===== config.mk =====
export PLATFORM = sky130hd
export DESIGN_NAME = pll_divider_pair
export DESIGN_NICKNAME = d
export VERILOG_FILES = /design/src/rtl/pll_div_pkg.sv /design/src/rtl/pll_cfg_check.sv /design/src/rtl/pll_tick_div.sv /design/src/rtl/pll_divider_pair.sv
export SDC_FILE = /design/constraint.sdc
export NUM_CORES = 1
export LEC_CHECK = 0
export BUFFER_PORTS_ARGS = -buffer_cell sky130_fd_sc_hd__buf_2
export CAP_MARGIN = 10
export CORE_MARGIN = 5
export CORE_UTILIZATION = 60
export CTS_BUF_LIST = sky130_fd_sc_hd__clkbuf_16
export DETAILED_ROUTE_END_ITERATION = 12
export PLACE_DENSITY = 0.92
export SETUP_SLACK_MARGIN = 0.15
export SLEW_MARGIN = 20
export SYNTH_ARGS = -nofsm -noshare
export SYNTH_HDL_FRONTEND = slang
export SYNTH_SLANG_ARGS = --single-unit

===== constraint.sdc =====
create_clock -name clk -period 3.5 [get_ports clk]
set_input_delay 0.175 -clock clk [delete_from_list [all_inputs] [get_ports clk]]
set_output_delay 0.175 -clock clk [all_outputs]
set_load 0.02 [all_outputs]

===== src/rtl/pll_div_pkg.sv =====
package pll_div_pkg;

  typedef enum logic [1:0] {
    LOOP_RF1 = 2'd0,
    LOOP_RF2 = 2'd1,
    LOOP_IF  = 2'd2
  } loop_kind_e;

  localparam int R_W    = 13;
  localparam int GAIN_W = 2;
  localparam logic [R_W-1:0] R_CEIL = 13'd8189;

  typedef struct packed {
    logic [R_W-1:0]    r;
    logic [GAIN_W-1:0] gain;
    logic              halve;
  } ref_cfg_t;

  // width of the N field for each loop kind
  function automatic int n_width(loop_kind_e k);
    case (k)
      LOOP_RF1: return 18;
      LOOP_RF2: return 17;
      default:  return 16;
    endcase
  endfunction

  // smallest legal N for each loop kind
  function automatic int n_floor(loop_kind_e k);
    case (k)
      LOOP_RF1: return 992;
      LOOP_RF2: return 240;
      default:  return 56;
    endcase
  endfunction

  // RF loops carry a fixed divide-by-2 ahead of the N counter
  function automatic logic fb_prehalve(loop_kind_e k);
    return (k != LOOP_IF);
  endfunction

  // smallest legal R for a gain code
  function automatic logic [R_W-1:0] r_floor(logic [GAIN_W-1:0] g);
    case (g)
      2'd0:    return 13'd7;
      2'd1:    return 13'd8;
      2'd2:    return 13'd10;
      default: return 13'd14;
    endcase
  endfunction

endpackage


===== src/rtl/pll_cfg_check.sv =====
module pll_cfg_check
  import pll_div_pkg::*;
#(
  parameter loop_kind_e KIND = LOOP_RF1,
  parameter int         NW   = 18
) (
  input  logic [R_W-1:0]    r_val,
  input  logic [NW-1:0]     n_val,
  input  logic [GAIN_W-1:0] gain,
  output logic              illegal
);

  localparam logic [NW-1:0] N_LO = NW'(n_floor(KIND));

  logic r_low;
  logic r_high;
  logic n_low;

  always_comb begin
    r_low   = (r_val < r_floor(gain));
    r_high  = (r_val > R_CEIL);
    n_low   = (n_val < N_LO);
    illegal = r_low | r_high | n_low;
  end

endmodule


===== src/rtl/pll_tick_div.sv =====
module pll_tick_div #(
  parameter int CW = 13
) (
  input  logic          clk,
  input  logic          rst_n,
  input  logic          clear,
  input  logic          run,
  input  logic          prehalve,
  input  logic          tick_in,
  input  logic [CW-1:0] limit,
  output logic          tick_out
);

  localparam logic [CW-1:0] ONE = CW'(1);

  logic [CW-1:0] cnt;
  logic          phase;
  logic          last;
  logic          take;

  // a tick reaches the counter when the halving stage is bypassed or on its second phase
  assign take = ~prehalve | phase;
  assign last = (cnt == limit - ONE);

  always_ff @(posedge clk or negedge rst_n) begin
    if (!rst_n) begin
      cnt      <= '0;
      phase    <= 1'b0;
      tick_out <= 1'b0;
    end else if (clear) begin
      cnt      <= '0;
      phase    <= 1'b0;
      tick_out <= 1'b0;
    end else begin
      tick_out <= 1'b0;
      if (run && tick_in) begin
        phase <= prehalve & ~phase;
        if (take) begin
          if (last) begin
            cnt      <= '0;
            tick_out <= 1'b1;
          end else begin
            cnt <= cnt + ONE;
          end
        end
      end
    end
  end

endmodule


===== src/rtl/pll_divider_pair.sv =====
module pll_divider_pair
  import pll_div_pkg::*;
#(
  parameter loop_kind_e KIND = LOOP_RF1,
  parameter int         NW   = n_width(KIND)
) (
  input  logic              clk,
  input  logic              rst_n,
  input  logic              cfg_load,
  input  logic [R_W-1:0]    r_in,
  input  logic [NW-1:0]     n_in,
  input  logic [GAIN_W-1:0] gain_in,
  input  logic              ref_half_in,
  input  logic              ref_tick,
  input  logic              vco_tick,
  output logic              upd_tick,
  output logic              fb_tick,
  output logic              cfg_illegal
);

  localparam logic FB_HALVE = fb_prehalve(KIND);

  ref_cfg_t        ref_cfg;
  logic [NW-1:0]   n_cfg;
  logic            illegal;
  logic            counting;
  logic            fb_pre;

  // captured configuration; zero after reset, which is an illegal setting
  always_ff @(posedge clk or negedge rst_n) begin
    if (!rst_n) begin
      ref_cfg <= '0;
      n_cfg   <= '0;
    end else if (cfg_load) begin
      ref_cfg.r     <= r_in;
      ref_cfg.gain  <= gain_in;
      ref_cfg.halve <= ref_half_in;
      n_cfg         <= n_in;
    end
  end

  pll_cfg_check #(
    .KIND (KIND),
    .NW   (NW)
  ) u_check (
    .r_val   (ref_cfg.r),
    .n_val   (n_cfg),
    .gain    (ref_cfg.gain),
    .illegal (illegal)
  );

  assign counting    = ~illegal;
  assign cfg_illegal = illegal;

  pll_tick_div #(
    .CW (R_W)
  ) u_ref_div (
    .clk      (clk),
    .rst_n    (rst_n),
    .clear    (cfg_load),
    .run      (counting),
    .prehalve (ref_cfg.halve),
    .tick_in  (ref_tick),
    .limit    (ref_cfg.r),
    .tick_out (upd_tick)
  );

  generate
    if (FB_HALVE) begin : g_rf_feedback
      assign fb_pre = 1'b1;
    end else begin : g_if_feedback
      assign fb_pre = 1'b0;
    end
  endgenerate

  pll_tick_div #(
    .CW (NW)
  ) u_fb_div (
    .clk      (clk),
    .rst_n    (rst_n),
    .clear    (cfg_load),
    .run      (counting),
    .prehalve (fb_pre),
    .tick_in  (vco_tick),
    .limit    (n_cfg),
    .tick_out (fb_tick)
  );

endmodule


==> reports/metrics.yaml, run 1 <==
antenna_found_initial: 0
synth_seq_area_share_pct: 37.0
max_freq_ghz: 0.316
reg2reg_depth: 8
io_pins: 42
die_w_um: 98.2
wl_um: 11100
drc: 0
wire_per_inst_um: 17.8
fin_crit_sh_pct: 90.4
yosysTopAreaCellShare_pct: 37.0
synth_cells: 493
cts_max_level: 3
path_cells: "or4_1, o41ai_2, a21oi_1, or3_1, nor4_2, or2_1, o21bai_1, a22o_1"
dp.cells: 609
diodes: 0
finalHoldViolCount: 0
syn_area_per_cell_um2: 9.47
min_path_type: "input pin to flip-flop"
clock_sinks: 69
instances_no_fill: 625
cts_buffers: 9
rsz0062_at_grt: "no"
synth_area_leader_cell: "dfrtp_1"
viasPerCell: 6.28
gp_congestion: 0.892
slowest_delay_ns: 0.71
cts_tree: "yes"
fp.dieArea_mm2: 0.00964
synth_edf_count: 0
drt_iter0_markers: 310
critPathTopFamily: "simple AND/OR/NAND/NOR gates"
worstSkewPairLatency_ns: 0.33
layout_common_cells: "dfrtp_1 (69), buf_2 (41), nand2_1 (38)"
tightest_slew_ns: 0.677
grt.overflow.total: 0
synth_flop_cell: "dfrtp_1"
clkTransAtPathRegs_ns: 0.05
netlist_area_mm2: 0.00467
hpwlAfterDp_um: 8010
fin_nets: 570
cp-start-kind: "flip-flop"
rows: 32
synth_nets: 542
crit_required_ns: 3.72
setup_viol: 0
hold_depth: 3
cp.depth: 8
clk_path_buf_depth: 2
synth-seq-cells: 69
slew_viol_final: 0
ir_drop_mv: 0.221
clockRootBuffer: "clkbuf_16"
period_minus_slack_ns: 3.16
mostFrequentLayoutCell: "dfrtp_1"
leakage_nw: 2.13
area_delta_synth_final_pct: 10.7
critPathKind: "flip-flop to flip-flop"
grtUsageTotal_pct: 24.0
synth_cell_types: 66
slowest_stage: "or4_1"
regToRegSetupSlack_ns: 0.34
drive_above_1_share_pct: 21.0
crit_buf_inv: 0
antenna_left: 0
skew_ns: 0.00484
arrival_ns: 3.38
initial_core_util_pct: 61.0
p_per_area_mw_per_mm2: 404
grt_max_degree: 38
port_buffers: 41
num_vias: 3928
crit_path_end_kind: "flip-flop"
first_global_vias: 4074
async_reset_ff_share_pct: 100
cp_max_fo: 11
fillers: 535
finalSetupTns_ns: 0
drv_cap: 0
grt_pass1_wl_um: 19100
status: "finished, final reports clean"
synthTopCellsByArea: "dfrtp_1 (37%), mux2_2 (6.5%), xnor2_1 (4.9%)"
ys_warn_count: 0
max_slew_margin_pct: 54.7
dr.pass1.iters: 5
core_area_mm2: 0.00765
fp.dieH_um: 98.2
-- report_power, final --
part           leakage, nW  switching, W  internal, W  total, W
Clock                0.132      0.000315     0.000532  0.000847
Sequential           0.886     0.0000697     0.000843  0.000912
Combinational         1.12      0.000182     0.000148  0.000331
Total                 2.13      0.000567      0.00152   0.00209
-- synthesized netlist by cell type (4+ instances only) --
| library cell | number |
|---|---|
| a31oi_1 | 4 |
| or4_1 | 5 |
| dfrtp_1 | 69 |
| nor2b_1 | 4 |
| nand4b_1 | 7 |
| and3_1 | 8 |
| nand3_1 | 30 |
| nor3b_1 | 5 |
| o21ai_1 | 7 |
| ha_1 | 10 |
| xnor2_1 | 26 |
| nand4_1 | 12 |
| a21o_1 | 7 |
| inv_1 | 18 |
| nor3_1 | 17 |
| buf_6 | 7 |
| nand2_1 | 38 |
| xor2_1 | 13 |
| nor4_1 | 8 |
| mux2_2 | 27 |
| o21ai_0 | 17 |
| o311ai_4 | 7 |
| nor2_1 | 25 |
| clkbuf_1 | 21 |
| or3_1 | 9 |
| a21oi_1 | 20 |
| and2_1 | 10 |
| a22o_1 | 4 |
-- per-layer routing --
metal	wire [um]	track usage [%]	share of wire [%]
met3	528	5.86	4.7
met4	299	9.14	2.7
met2	5950	43.0	53
met5	0	0	0
met1	4360	27.6	39
-- cell type report --
type                    instances  area, um^2  area share [%]
well taps                     102         128            2.47
clock buffers                   9         225            4.36
clock inverters                 4        42.5           0.823
repair buffers                 52         290            5.61
inverters                      18        67.6            1.31
flip-flops and latches         69        1730            33.4
multi-input cells             371        2690            52.0
-- flip-flops by register name, indices dropped and copies added, names as in the netlist --
signal,count
n_cfg,18
u_ref_div.cnt,13
u_fb_div.tick_out,1
ref_cfg,16
u_fb_div.cnt,18
u_ref_div.phase,1
u_fb_div.phase,1
u_ref_div.tick_out,1
-- per-stage QoR --
stage / utilization [%] / area, um^2 / power [W] / setup WS, ns / hold slack, ns
after global routing: 67.6 / 5170 / 0.00218 / 0.222 / 0.0679
final: 67.6 / 5170 / 0.00209 / 0.335 / 0.0520
after CTS: 67.3 / 5150 / 0.00209 / 0.154 / 0.0477
after floorplan: - / 4670 / 0.00115 / 0.797 / -0.121
after detailed placement: 63.7 / 4870 / 0.00124 / 0.225 / 0.107
after global placement: 63.7 / 4870 / 0.00122 / 0.419 / 0.104
-- worst register-to-register path: cells and delay by family, from the launching register on --
family | cells | cell delay (ns)
AOI/OAI and AO/OA | 4 | 0.76
and+or+nand+nor | 4 | 1.82
DFF | 1 | 0.47
-- final timing paths --
path | endpoint | startpoint
worst max register to register | u_ref_div.cnt[5] | ref_cfg[3]
max in group asynchronous | ref_cfg[8] | rst_n
worst min register to register | ref_cfg[0] | ref_cfg[0]
worst max-delay path | u_ref_div.cnt[5] | ref_cfg[3]
min in group asynchronous | u_ref_div.cnt[3] | rst_n
worst min-delay path | ref_cfg[1] | gain_in[0]
-- timing repair --
action	in CTS	in global routing
hold buffers	1	0
buffers inserted	0	2
gates resized for setup	0	2
setup endpoints to repair	0	15
hold endpoints to repair	14	0
-- cells by family (layout without fill, tap and decap cells) --
kind of cell	after synthesis	after routing	share of synthesized area [%]
simple gates	198	198	23.6
compound gates	96	96	17.1
flops	69	69	37.0
buf+inv	53	83	5.55
xor+xnor	39	39	7.32
mux	28	28	6.73
fa+ha+maj	10	10	2.68
Note: power is estimated with default switching activity, not from simulation.
==> run 2, diff against run 1 <==
==> constraint.sdc (replaced) <==
create_clock -name clk -period 3.87 [get_ports clk]
set_input_delay 0.774 -clock clk [delete_from_list [all_inputs] [get_ports clk]]
set_output_delay 0.774 -clock clk [all_outputs]
set_load 0.02 [all_outputs]
==> run 2 against run 1 <==
Net effect: non-clock buffer count decreased by 8; register-to-register slack improved by 0.07 ns; count of clock-buffer cells in the layout unchanged; cell area decreased by 0.63%; largest cell class unchanged; routed wire length increased by 0.34%.
==> reports/metrics.yaml, run 2 (synthesized netlist as in run 1, its figures left out) <==
clockRootBuffer: "clkbuf_16"
area_delta_synth_final_pct: 10.1
fin_nets: 562  # -1.4%
grtUsageTotal_pct: 23.8  # -0.24 points
skew_ns: 0.00655  # +0.00172 ns
timing.hold.ws_ns: 0.508  # +0.456 ns
cts_buffers: 9  # unchanged
die_w_um: 98.2  # unchanged
finalHoldViolCount: 0  # unchanged
fp.dieArea_mm2: 0.00964  # unchanged
drive_above_1_share_pct: 19.9  # -1.1 points
grt_max_degree: 70  # +84%
gp_congestion: 0.941  # +5.4%
slowest_stage: "nor4b_1"
period_minus_slack_ns: 3.47  # +0.304 ns
layout_common_cells: "dfrtp_1 (69), buf_2 (41), nand2_1 (38)"
grt_pass1_wl_um: 18600  # -2.3%
num_vias: 3928  # unchanged
postCtsSetupBuffers: 0  # unchanged
antenna_left: 0  # unchanged
clock_sinks: 69  # unchanged
cp_max_fo: 14  # +3
io_pins: 42  # unchanged
rsz0062_at_grt: "no"
ctsHoldBuffers: 0  # -1
diodes: 0  # unchanged
crit_buf_inv: 1  # +1
leakage_nw: 2.11  # -1.3%
fillers: 570  # +6.5%
worstSkewPairLatency_ns: 0.33  # about the same
status: "finished, final reports clean"
cts_max_level: 3  # unchanged
max_freq_ghz: 0.288  # -8.8%
clkTransAtPathRegs_ns: 0.05  # about the same
slowest_delay_ns: 0.74  # +0.03 ns
viasPerCell: 6.34  # +0.81%
tightest_slew_ns: 0.850  # +0.173 ns
critPathTopFamily: "simple AND/OR/NAND/NOR gates"
port_buffers: 41  # unchanged
top_regs: "n_cfg x18, u_fb_div.cnt x18, ref_cfg x16"
drt_iter0_markers: 267  # -14%
setup_viol: 0  # unchanged
power.total_w: 0.00197  # -6.0%
arrival_ns: 3.69  # +0.31 ns
ctsResizeCount: 0  # unchanged
wl_um: 11200  # +0.34%
initial_core_util_pct: 61.0  # unchanged
max_slew_margin_pct: 42.6  # -12 points
finalSetupTns_ns: 0  # unchanged
rows: 32  # unchanged
first_global_vias: 3950  # -3.0%
instances_no_fill: 620  # -0.80%
post-place-ws_ns: 0.568  # +0.343 ns
min_path_type: "flip-flop to flip-flop"
drv_cap: 0  # unchanged
drc: 0  # unchanged
mostFrequentLayoutCell: "dfrtp_1"
p_per_area_mw_per_mm2: 383  # -5.4%
wire_per_inst_um: 18.0  # +1.2%
antenna_found_initial: 0  # unchanged
hpwlAfterDp_um: 7920  # -1.1%
core_area_mm2: 0.00765  # unchanged
clk_path_buf_depth: 2  # unchanged
cp-start-kind: "flip-flop"
critPathKind: "flip-flop to flip-flop"
dp.cells: 604  # -0.82%
cts_tree: "yes"
grt.overflow.total: 0  # unchanged
crit_path_end_kind: "flip-flop"
fin_crit_sh_pct: 89.6  # -0.79 points
path_cells: "inv_1, ha_1, nor4b_1, nand4_1, xnor2_1, nor4_1, and4_4, a21oi_4, nand2_2, o311ai_1"
crit_required_ns: 4.09  # +0.37 ns
worst_slack_ns: 0.401  # +0.0660 ns
fp.dieH_um: 98.2  # unchanged
dr.pass1.iters: 5  # unchanged
ir_drop_mv: 0.240  # +8.8%
slew_viol_final: 0  # unchanged
run 2: final cells by class:
cell class	count	area [um^2]	area share, %
timing repair buffer	44	228	4.43
sequential	69	1730	33.6
tap	102	128	2.48
inverter	18	67.6	1.32
clock inverter	7	80.1	1.56
multi-input combinational	371	2680	52.2
clock buffer	9	225	4.38
run 2: final timing paths:
kind | depth (start not counted) | end | slack (ns) | from
max in group asynchronous | 2 | n_cfg[16] | 2.67 | rst_n
setup reg to reg | 10 | u_fb_div.cnt[3] | 0.40 | n_cfg[0]
hold / removal | 2 | u_ref_div.phase | 0.51 | u_ref_div.phase
setup / recovery | 10 | u_fb_div.cnt[3] | 0.40 | n_cfg[0]
hold reg to reg | 2 | u_ref_div.phase | 0.51 | u_ref_div.phase
min in group asynchronous | 2 | u_ref_div.cnt[8] | 0.65 | rst_n
run 2: power by group:
group	switching, W	leakage [nW]	internal, W
registers	0.0000748	0.886	0.000761
clock network	0.000299	0.149	0.000554
logic	0.000151	1.07	0.000126
total	0.000525	2.11	0.00144
run 2: metal layers:
metal / GRT usage [%] / share of wire (%) / vias to the layer above
met2: 41.0 / 52 / 154
met4: 11.2 / 4.1 / 0
met3: 5.57 / 5.7 / 42
li1: - / - / 1844
met5: 0 / 0 / -
met1: 27.9 / 39 / 1888
run 2: worst register-to-register path, delay by kind of cell, from the launching register on:
| kind | cells | cell delay (ns) |
|---|---|---|
| xor+xnor | 1 | 0.18 |
| simple gates | 5 | 1.60 |
| compound gates | 2 | 0.75 |
| fa+ha+maj | 1 | 0.32 |
| flops | 1 | 0.42 |
| buf+inv | 1 | 0.10 |
run 2: metrics by stage:
stage / utilization (%) / cell area, um^2
floorplan: - / 4670
global placement: 63.2 / 4830
detailed placement: 63.2 / 4830
CTS: 67.2 / 5140
global route: 67.2 / 5140
finish: 67.2 / 5140
==> run 3, diff against run 2 <==
--- a/config.mk
+++ b/config.mk
@@ -7,7 +7,7 @@
 export LEC_CHECK = 0
 export BUFFER_PORTS_ARGS = -buffer_cell sky130_fd_sc_hd__buf_2
 export CAP_MARGIN = 10
-export CORE_MARGIN = 5
+export CORE_MARGIN = 1.5
 export CORE_UTILIZATION = 60
 export CTS_BUF_LIST = sky130_fd_sc_hd__clkbuf_16
 export DETAILED_ROUTE_END_ITERATION = 12
==> run 3 against run 2 <==
Net effect: critical path depth shrank 4; flip-flop and latch count is the same; cell count shrank 0.65%; worst setup slack gained 0.046 ns; cell area grew 0.15%; via count grew 0.38%; worst hold slack lost 0.23 ns; register-to-register slack gained 0.14 ns; routed wire length shrank 1.5%; non-clock buffer count shrank 1.
==> reports/metrics.yaml, run 3 (synthesized netlist as in run 1, its figures left out) <==
critPathKind: "flip-flop to output port"
die_w_um: 91.2  # -7.1%
path_cells: "nor4_2, and2_1, or4b_1, o21a_1, inv_1, buf_2"
tightest_slew_ns: 1.01  # +0.159 ns
dr.pass1.iters: 5  # unchanged
fin_crit_sh_pct: 88.4  # -1.2 points
clock_sinks: 69  # unchanged
clkTransAtPathRegs_ns: 0.06  # about the same
fin_nets: 561  # -0.18%
clockRootBuffer: "clkbuf_16"
rows: 31  # -3.1%
cts_tree: "yes"
cp_max_fo: 10  # -4
layout_common_cells: "dfrtp_1 (69), buf_2 (41), nand2_1 (38)"
fp.dieH_um: 91.2  # -7.1%
instances_no_fill: 616  # -0.65%
p_per_area_mw_per_mm2: 388  # +1.4%
leakage_nw: 2.11  # about the same
setup_viol: 0  # unchanged
core_area_mm2: 0.00741  # -3.1%
worstSkewPairLatency_ns: 0.33  # about the same
max_slew_margin_pct: 32.7  # -9.8 points
port_buffers: 41  # unchanged
worst_slack_ns: 0.448  # +0.0464 ns
finalHoldViolCount: 0  # unchanged
hpwlAfterDp_um: 7680  # -3.1%
grt_max_degree: 49  # -30%
slowest_stage: "nor4_2"
cts_buffers: 9  # unchanged
dp.cells: 600  # -0.66%
period_minus_slack_ns: 3.42  # -0.0464 ns
wl_um: 11000  # -1.5%
num_vias: 3943  # +0.38%
cp-start-kind: "flip-flop"
slowest_delay_ns: 0.59  # -0.15 ns
max_freq_ghz: 0.292  # +1.4%
drc: 0  # unchanged
min_path_type: "input pin to async pin"
antenna_left: 0  # unchanged
top_regs: "n_cfg x18, u_fb_div.cnt x18, ref_cfg x16"
mostFrequentLayoutCell: "dfrtp_1"
io_pins: 42  # unchanged
wire_per_inst_um: 17.9  # -0.87%
arrival_ns: 2.65  # -1.04 ns
initial_core_util_pct: 63.0  # +2.0 points
crit_required_ns: 3.10  # -0.99 ns
drv_cap: 0  # unchanged
ctsResizeCount: 0  # unchanged
grt_pass1_wl_um: 18300  # -1.7%
gp_congestion: 0.928  # -1.4%
grtUsageTotal_pct: 27.4  # +3.6 points
finalSetupTns_ns: 0  # unchanged
seqCellArea_mm2: 0.00173  # unchanged
fp.dieArea_mm2: 0.00832  # -14%
multiInputGateArea_mm2: 0.00268  # unchanged
crit_path_end_kind: "output port"
first_global_vias: 3932  # -0.46%
slew_viol_final: 0  # unchanged
skew_ns: 0.00605  # -0.000498 ns
area_delta_synth_final_pct: 10.2
antenna_found_initial: 0  # unchanged
postCtsSetupBuffers: 0  # unchanged
status: "finished, final reports clean"
ctsHoldBuffers: 0  # unchanged
viasPerCell: 6.40  # +1.0%
drive_above_1_share_pct: 20.5  # +0.62 points
ir_drop_mv: 0.224  # -6.8%
fillers: 510  # -11%
grt.overflow.total: 0  # unchanged
rsz0062_at_grt: "no"
drt_iter0_markers: 270  # +1.1%
diodes: 0  # unchanged
clk_path_buf_depth: 2  # unchanged
post-place-ws_ns: 0.642  # +0.0740 ns
cts_max_level: 3  # unchanged
## run 3: changes by cell type in the layout (fill, tap and decap cells not counted)
| cell | delta |
|---|---|
| clkinv_1 | -4 |
| clkinv_4 | +2 |
| buf_4 | -1 |
| clkinvlp_4 | +1 |
| inv_6 | +1 |
## run 3: through the flow
stage	total power, W	utilization [%]	hold slack [ns]	instance area [um^2]
after detailed placement	0.00111	65.1	0.515	4820
after floorplan	0.00104	-	0.476	4670
final	0.00200	69.4	0.277	5140
after global placement	0.00110	65.1	0.501	4820
after CTS	0.00200	69.4	0.277	5140
after global routing	0.00207	69.4	0.281	5140
## run 3: per-layer routing
metal | up-vias | track usage (%) | part of all wire (%) | wire length, um
met3 | 42 | 5.44 | 5.4 | 599
met4 | 0 | 11.5 | 3.2 | 356
met1 | 1895 | 31.7 | 39 | 4280
li1 | 1842 | - | - | -
met5 | - | 0 | 0 | 0
met2 | 164 | 49.1 | 52 | 5770
## run 3: power by group
group / internal, W / switching, W / leakage, nW / total (W)
sequential: 0.000761 / 0.0000750 / 0.886 / 0.000836
combinational: 0.000125 / 0.000151 / 1.07 / 0.000277
clock: 0.000567 / 0.000316 / 0.156 / 0.000883
## run 3: layout make-up
class | count | area share [%]
Multi-Input combinational cell | 371 | 52.1
Sequential cell | 69 | 33.6
Clock buffer | 9 | 4.38
Timing Repair Buffer | 43 | 4.28
Tap cell | 99 | 2.41
Clock inverter | 7 | 1.92
Inverter | 18 | 1.31
## run 3: path summary, 6_finish.rpt
kind | slack [ns] | cells after the start | startpoint | endpoint
min in group clk | 0.52 | 1 | ref_cfg[0] | ref_cfg[0]
max | 0.45 | 6 | ref_cfg[7] | cfg_illegal
max reg2reg | 0.54 | 10 | n_cfg[0] | u_fb_div.cnt[3]
min reg2reg | 0.52 | 1 | ref_cfg[0] | ref_cfg[0]
max in group asynchronous | 2.94 | 2 | rst_n | u_fb_div.cnt[16]
min | 0.28 | 1 | rst_n | u_ref_div.cnt[3]
## run 3: worst max-delay path: cells and delay by family (launching register included)
family	cells	cell delay, ns
DFF	1	0.50
and+or+nand+nor	3	1.28
buffers and inverters	2	0.25
AOI/OAI and AO/OA	1	0.28
